File: src/rtl/irqstat_pkg.sv
package irqstat_pkg;
  localparam int unsigned NSRC       = 2;
  localparam int unsigned SRC_DEV    = 0;
  localparam int unsigned SRC_BUSERR = 1;
  localparam int unsigned REG_AW     = 3;

  localparam logic [REG_AW-1:0] OFF_ADDR_LO = 3'd0;
  localparam logic [REG_AW-1:0] OFF_ADDR_HI = 3'd1;
  localparam logic [REG_AW-1:0] OFF_STATUS  = 3'd3;
  localparam logic [REG_AW-1:0] OFF_ENABLE  = 3'd5;
  localparam logic [REG_AW-1:0] OFF_CLEAR   = 3'd7;
endpackage

File: src/rtl/irqstat_regdec.sv
module irqstat_regdec
  import irqstat_pkg::*;
#(
  parameter int unsigned DATA_W = 32,
  parameter int unsigned ERR_AW = 64
) (
  input  logic              wr,
  input  logic [REG_AW-1:0] addr,
  input  logic [DATA_W-1:0] wdata,
  input  logic [NSRC-1:0]   status,
  input  logic [NSRC-1:0]   enable,
  input  logic [ERR_AW-1:0] err_addr,
  output logic [NSRC-1:0]   en_set,
  output logic [NSRC-1:0]   clr_wr,
  output logic [DATA_W-1:0] rdata
);
  localparam int unsigned EXT_W = 2 * DATA_W;

  logic [EXT_W-1:0] addr_ext;
  assign addr_ext = EXT_W'(err_addr);

  // Write decode: only the enable and clear offsets have a write effect
  assign en_set = (wr && addr == OFF_ENABLE) ? wdata[NSRC-1:0] : '0;
  assign clr_wr = (wr && addr == OFF_CLEAR)  ? wdata[NSRC-1:0] : '0;

  always_comb begin
    rdata = '0;
    case (addr)
      OFF_ADDR_LO: rdata = addr_ext[DATA_W-1:0];
      OFF_ADDR_HI: rdata = addr_ext[EXT_W-1:DATA_W];
      OFF_STATUS:  rdata = DATA_W'(status);
      OFF_ENABLE:  rdata = DATA_W'(enable);
      default:     rdata = '0;
    endcase
  end
endmodule

File: src/rtl/irqstat_srcbits.sv
module irqstat_srcbits
  import irqstat_pkg::*;
(
  input  logic            clk,
  input  logic            rst_n,
  input  logic [NSRC-1:0] set_evt,
  input  logic [NSRC-1:0] clr_wr,
  input  logic            auto_clr,
  input  logic [NSRC-1:0] en_set,
  output logic [NSRC-1:0] status,
  output logic [NSRC-1:0] enable
);
  for (genvar i = 0; i < NSRC; i++) begin : g_bit
    // Pending bit: a new event outranks every clear path
    always_ff @(posedge clk) begin
      if (!rst_n)                     status[i] <= 1'b0;
      else if (set_evt[i])            status[i] <= 1'b1;
      else if (clr_wr[i] || auto_clr) status[i] <= 1'b0;
    end

    // Enable bit: write-one-to-set, only reset drops it
    always_ff @(posedge clk) begin
      if (!rst_n)         enable[i] <= 1'b0;
      else if (en_set[i]) enable[i] <= 1'b1;
    end

    assert_event_wins_R6: assert property (@(posedge clk) disable iff (!rst_n)
      set_evt[i] |=> status[i]);

    assert_clear_takes_R5: assert property (@(posedge clk) disable iff (!rst_n)
      (clr_wr[i] && !set_evt[i]) |=> !status[i]);

    assert_enable_sticky_R3: assert property (@(posedge clk) disable iff (!rst_n)
      enable[i] |=> enable[i]);
  end
endmodule

File: src/rtl/irqstat_errcap.sv
module irqstat_errcap #(
  parameter int unsigned ERR_AW = 64
) (
  input  logic              clk,
  input  logic              rst_n,
  input  logic              err_evt,
  input  logic              pending,
  input  logic [ERR_AW-1:0] addr_in,
  output logic [ERR_AW-1:0] addr_q
);
  always_ff @(posedge clk) begin
    if (!rst_n)                   addr_q <= '0;
    else if (err_evt && !pending) addr_q <= addr_in;
  end

  assert_capture_first_R7: assert property (@(posedge clk) disable iff (!rst_n)
    (err_evt && !pending) |=> (addr_q == $past(addr_in)));

  assert_frozen_R8: assert property (@(posedge clk) disable iff (!rst_n)
    $past(pending) |-> $stable(addr_q));
endmodule

File: src/rtl/irqstat_autoclr.sv
module irqstat_autoclr #(
  parameter int unsigned      DRV_W     = 8,
  parameter logic [DRV_W-1:0] AUTO_MASK = 8'h51,
  parameter int unsigned      BUSY_BIT  = 7
) (
  input  logic             rd,
  input  logic [DRV_W-1:0] stat,
  output logic             hit
);
  assign hit = rd && !stat[BUSY_BIT] && (|(stat & AUTO_MASK));
endmodule

File: src/rtl/irq_status_unit.sv
module irq_status_unit
  import irqstat_pkg::*;
#(
  parameter int unsigned      DATA_W    = 32,
  parameter int unsigned      ERR_AW    = 64,
  parameter int unsigned      DRV_W     = 8,
  parameter logic [DRV_W-1:0] AUTO_MASK = 8'h51,
  parameter int unsigned      BUSY_BIT  = 7
) (
  input  logic              clk,
  input  logic              rst_n,
  input  logic              reg_wr_i,
  input  logic [REG_AW-1:0] reg_addr_i,
  input  logic [DATA_W-1:0] reg_wdata_i,
  output logic [DATA_W-1:0] reg_rdata_o,
  input  logic              dev_evt_i,
  input  logic              dma_err_i,
  input  logic [ERR_AW-1:0] dma_err_addr_i,
  input  logic              drv_stat_rd_i,
  input  logic [DRV_W-1:0]  drv_stat_i,
  output logic              irq_o
);
  logic [NSRC-1:0]   status, enable, en_set, clr_wr, set_evt;
  logic [ERR_AW-1:0] err_addr;
  logic              auto_hit;

  always_comb begin
    set_evt             = '0;
    set_evt[SRC_DEV]    = dev_evt_i;
    set_evt[SRC_BUSERR] = dma_err_i;
  end

  irqstat_regdec #(.DATA_W(DATA_W), .ERR_AW(ERR_AW)) u_regdec (
    .wr(reg_wr_i), .addr(reg_addr_i), .wdata(reg_wdata_i),
    .status(status), .enable(enable), .err_addr(err_addr),
    .en_set(en_set), .clr_wr(clr_wr), .rdata(reg_rdata_o)
  );

  irqstat_autoclr #(.DRV_W(DRV_W), .AUTO_MASK(AUTO_MASK), .BUSY_BIT(BUSY_BIT)) u_autoclr (
    .rd(drv_stat_rd_i), .stat(drv_stat_i), .hit(auto_hit)
  );

  irqstat_srcbits u_srcbits (
    .clk(clk), .rst_n(rst_n), .set_evt(set_evt), .clr_wr(clr_wr),
    .auto_clr(auto_hit), .en_set(en_set), .status(status), .enable(enable)
  );

  irqstat_errcap #(.ERR_AW(ERR_AW)) u_errcap (
    .clk(clk), .rst_n(rst_n), .err_evt(dma_err_i), .pending(status[SRC_BUSERR]),
    .addr_in(dma_err_addr_i), .addr_q(err_addr)
  );

  assign irq_o = |(status & enable);

  // A status read while the drive is busy must not acknowledge anything
  assert_busy_no_clear_R10: assert property (@(posedge clk) disable iff (!rst_n)
    (drv_stat_rd_i && drv_stat_i[BUSY_BIT] && !reg_wr_i && !dev_evt_i && !dma_err_i)
      |=> $stable(status));
endmodule

File: config.mk
export PLATFORM = sky130hd
export DESIGN_NAME = irq_status_unit
export DESIGN_NICKNAME = d
export VERILOG_FILES = /design/src/rtl/irqstat_pkg.sv /design/src/rtl/irqstat_regdec.sv /design/src/rtl/irqstat_srcbits.sv /design/src/rtl/irqstat_errcap.sv /design/src/rtl/irqstat_autoclr.sv /design/src/rtl/irq_status_unit.sv
export SDC_FILE = /design/constraint.sdc
export NUM_CORES = 1
export LEC_CHECK = 0
export BUFFER_PORTS_ARGS = -buffer_cell sky130_fd_sc_hd__buf_2
export CORE_UTILIZATION = 49
export CTS_CLUSTER_DIAMETER = 80
export DETAILED_ROUTE_END_ITERATION = 16
export PLACE_DENSITY = 0.94
export SYNTH_ARGS = -nofsm -noshare
export SYNTH_HDL_FRONTEND = slang
export SYNTH_SLANG_ARGS = --single-unit
File: constraint.sdc
create_clock -name clk -period 2.9 [get_ports clk]
set_input_delay 0.58 -clock clk [delete_from_list [all_inputs] [get_ports clk]]
set_output_delay 0.58 -clock clk [all_outputs]
set_load 0.005 [all_outputs]
==> run_results.csv <==
group,metric,value,unit
power_and_ir_drop,p_leak,1.69,nW
finish,areaGrowthSynthToFinish,27.6,%
yosys,ys_seq_area_share,46.0,%
timing,rsz0062_at_grt,"no",
placement,post-place-ws,649,ps
power_and_ir_drop,internal_power,0.00170,W
timing,final.setup.worst_slack,637,ps
finish,final_cell_mix,"nand2_1 (131), buf_2 (111), dfxtp_1 (68), a21boi_0 (49), a22o_1 (33)",
die,die_w,79.7,um
finish,design_area,3770,um^2
critical_path,crit_type,"in2out",
global_routing,grt_pass1_wl,11100,um
power_and_ir_drop,power_frac_seq,46.2,%
cts,cts.sinks,68,
critical_path,crit_fanout,19,
finish,mostFrequentLayoutCell,"nand2_1",
critical_path,max_stage_delay,300,ps
yosys,avgSynthCellArea,8.55,um^2
min_path,whs_path_depth,3,
route,drt-vias-per-instance,5.15,
cts,cts_buffers,9,
timing,max_freq,442,MHz
critical_path,startpoint_type,"primary input",
finish,fill_cells,481,
timing,fin_crit_sh,78.0,%
route,initialDrtViolationCount,91,
yosys,yosysUniqueCellTypes,22,
finish,post-route-util,66.5,%
timing,finClkSkew,7.61,ps
timing,maxSlewViolCount,0,
power_and_ir_drop,p_sw,0.000509,W
critical_path,ff2ff_path_depth,4,
cts,clk_pin_slew_worst_paths,70,ps
power_and_ir_drop,powerDensity,585,nW/um^2
power_and_ir_drop,peakVddDrop,0.000391,V
route,vias,2705,
die,die_h,79.7,um
timing,worst_pin_slew,622,ps
route,drc,0,
route,wire_per_inst,12.9,um
route,finalWirelength,6760,um
power_and_ir_drop,netSwitchingFraction,23.1,%
cts,tritoncts,"done",
finish,regArea,1360,um^2
placement,port_buffers,111,
route,drtAntennaViolNets,0,
cts,clock_path_buffers,2,
critical_path,cpMaxStageDelayCell,"nor2_4",
outcome,status,"completed",
yosys,ys_seq_elements,68,
die,fp-row-count,27,
die,dieArea,6350,um^2
cts,post_cts_resize_count,0,
global_routing,grt_max_degree,65,
placement,postPlaceCellArea,3520,um^2
yosys,synth_fp_nets,459,
die,core,5680,um^2
cts,clock_latency,340,ps
min_path,hp-class,"in2reg",
critical_path,cpMostUsedCell,"buf_2",
global_routing,globalRouteOverflowTotal,0,
route,first_pass_iters,4,
finish,multi_input_area,1440,um^2
die,initial_core_util,52.1,%
timing,setup-violations-final,0,
power_and_ir_drop,p_comb_share,10.9,%
cts,htree_levels,3,
cts,holdBufCountCts,0,
yosys,syn_inst,346,
finish,drive_gt1_share,30.7,%
flow_run,max_cap_viol_count,0,
finish,final_nets,561,
timing,fin_tns_setup,0,ps
global_routing,grtUsageTotal,22.7,%
timing,relSlewSlack,58.5,%
yosys,netlist_area,2960,um^2
cts,root_buffer,"clkbuf_8",
finish,antennaDiodeCount,0,
placement,place.gp.congestion,0.767,
die,io_pins,146,
timing,finalHoldViolations,0,
critical_path,cp.required,2320,ps
placement,hpwl,4650,um
power_and_ir_drop,p_clk_share,42.9,%
critical_path,cp-end-kind,"primary output",
timing,period_minus_slack,2260,ps
critical_path,path_cells,"buf_2, nand2b_4, nor2_4, buf_12, a22o_1, buf_2",
global_routing,grt_pass1_vias,2672,
critical_path,cp.arrival,1680,ps
global_routing,antenna_found_initial,0,
cts,post_cts_buffers,0,
yosys,ys_warn_count,0,
power_and_ir_drop,power,0.00221,W
[final cells by class]
type / count / area share [%]
clock inverters: 6 / 2.95
clock buffers: 10 / 3.65
repair buffers: 118 / 16.8
well taps: 72 / 2.39
flip-flops and latches: 68 / 36.1
multi-input cells: 251 / 38.1
[through the flow]
step | cells | hold slack [ps]
CTS | 525 | 439
global route | 525 | 459
floorplan | 346 | 434
detailed placement | 509 | 447
global placement | 509 | 441
finish | 525 | 454
[flip-flops by register name, indices dropped and copies added (netlist names)]
register          cells
u_srcbits.status      2
u_errcap.addr_q      64
u_srcbits.enable      2
[worst paths after layout]
path                       startpoint             endpoint  slack (ps)
setup / recovery        reg_addr_i[1]       reg_rdata_o[8]         640
hold / removal              dev_evt_i  u_srcbits.status[0]         450
setup reg to reg  u_srcbits.status[1]  u_errcap.addr_q[17]        1380
hold reg to reg   u_errcap.addr_q[24]  u_errcap.addr_q[24]         460
[worst max-delay path, delay by kind of cell]
kind                   cells  cell delay, ps
AO/OA/AOI/OAI              1             140
AND/OR/NAND/NOR            2             470
buffers and inverters      3             480
[synth_stat cells (all sizes together)]
library cell / number / area share, %
dfxtp: 68 / 46
nand3: 2 / 0.34
o2bb2ai: 2 / 0.59
nand2b: 3 / 0.89
nand2: 131 / 17
nor2: 3 / 0.63
buf: 21 / 4.9
clkbuf: 6 / 0.76
and2b: 1 / 0.25
a22o: 33 / 9.8
nor2b: 1 / 0.21
nor3: 2 / 0.72
a21boi: 64 / 16
mux2i: 2 / 0.68
o21ai: 5 / 0.85
o21a: 2 / 0.51
[metal layers]
metal / global-route usage (%) / vias up / part of all wire (%)
li1: - / 1373 / -
met1: 23.0 / 1239 / 42
met2: 42.7 / 91 / 51
met3: 7.89 / 2 / 6.4
met4: 7.27 / 0 / 0.30
met5: 0 / - / 0
[power groups by stage]
stage / registers [W] / clock network [W] / logic [W]
floorplan: 0.00103 / 0 / 0.000151
global placement: 0.00104 / 0 / 0.000235
detailed placement: 0.00104 / 0 / 0.000243
CTS: 0.00102 / 0.000967 / 0.000244
global route: 0.00103 / 0.00101 / 0.000272
finish: 0.00102 / 0.000946 / 0.000241
[cells by family after synthesis]
family                 Yosys count  share of synthesized area (%)
and+or+nand+nor                143                           19.7
DFF                             68                           46.0
muxes                            2                          0.677
AOI/OAI and AO/OA              106                           28.0
buffers and inverters           27                           5.63
Note: power is estimated with default switching activity, not from simulation.
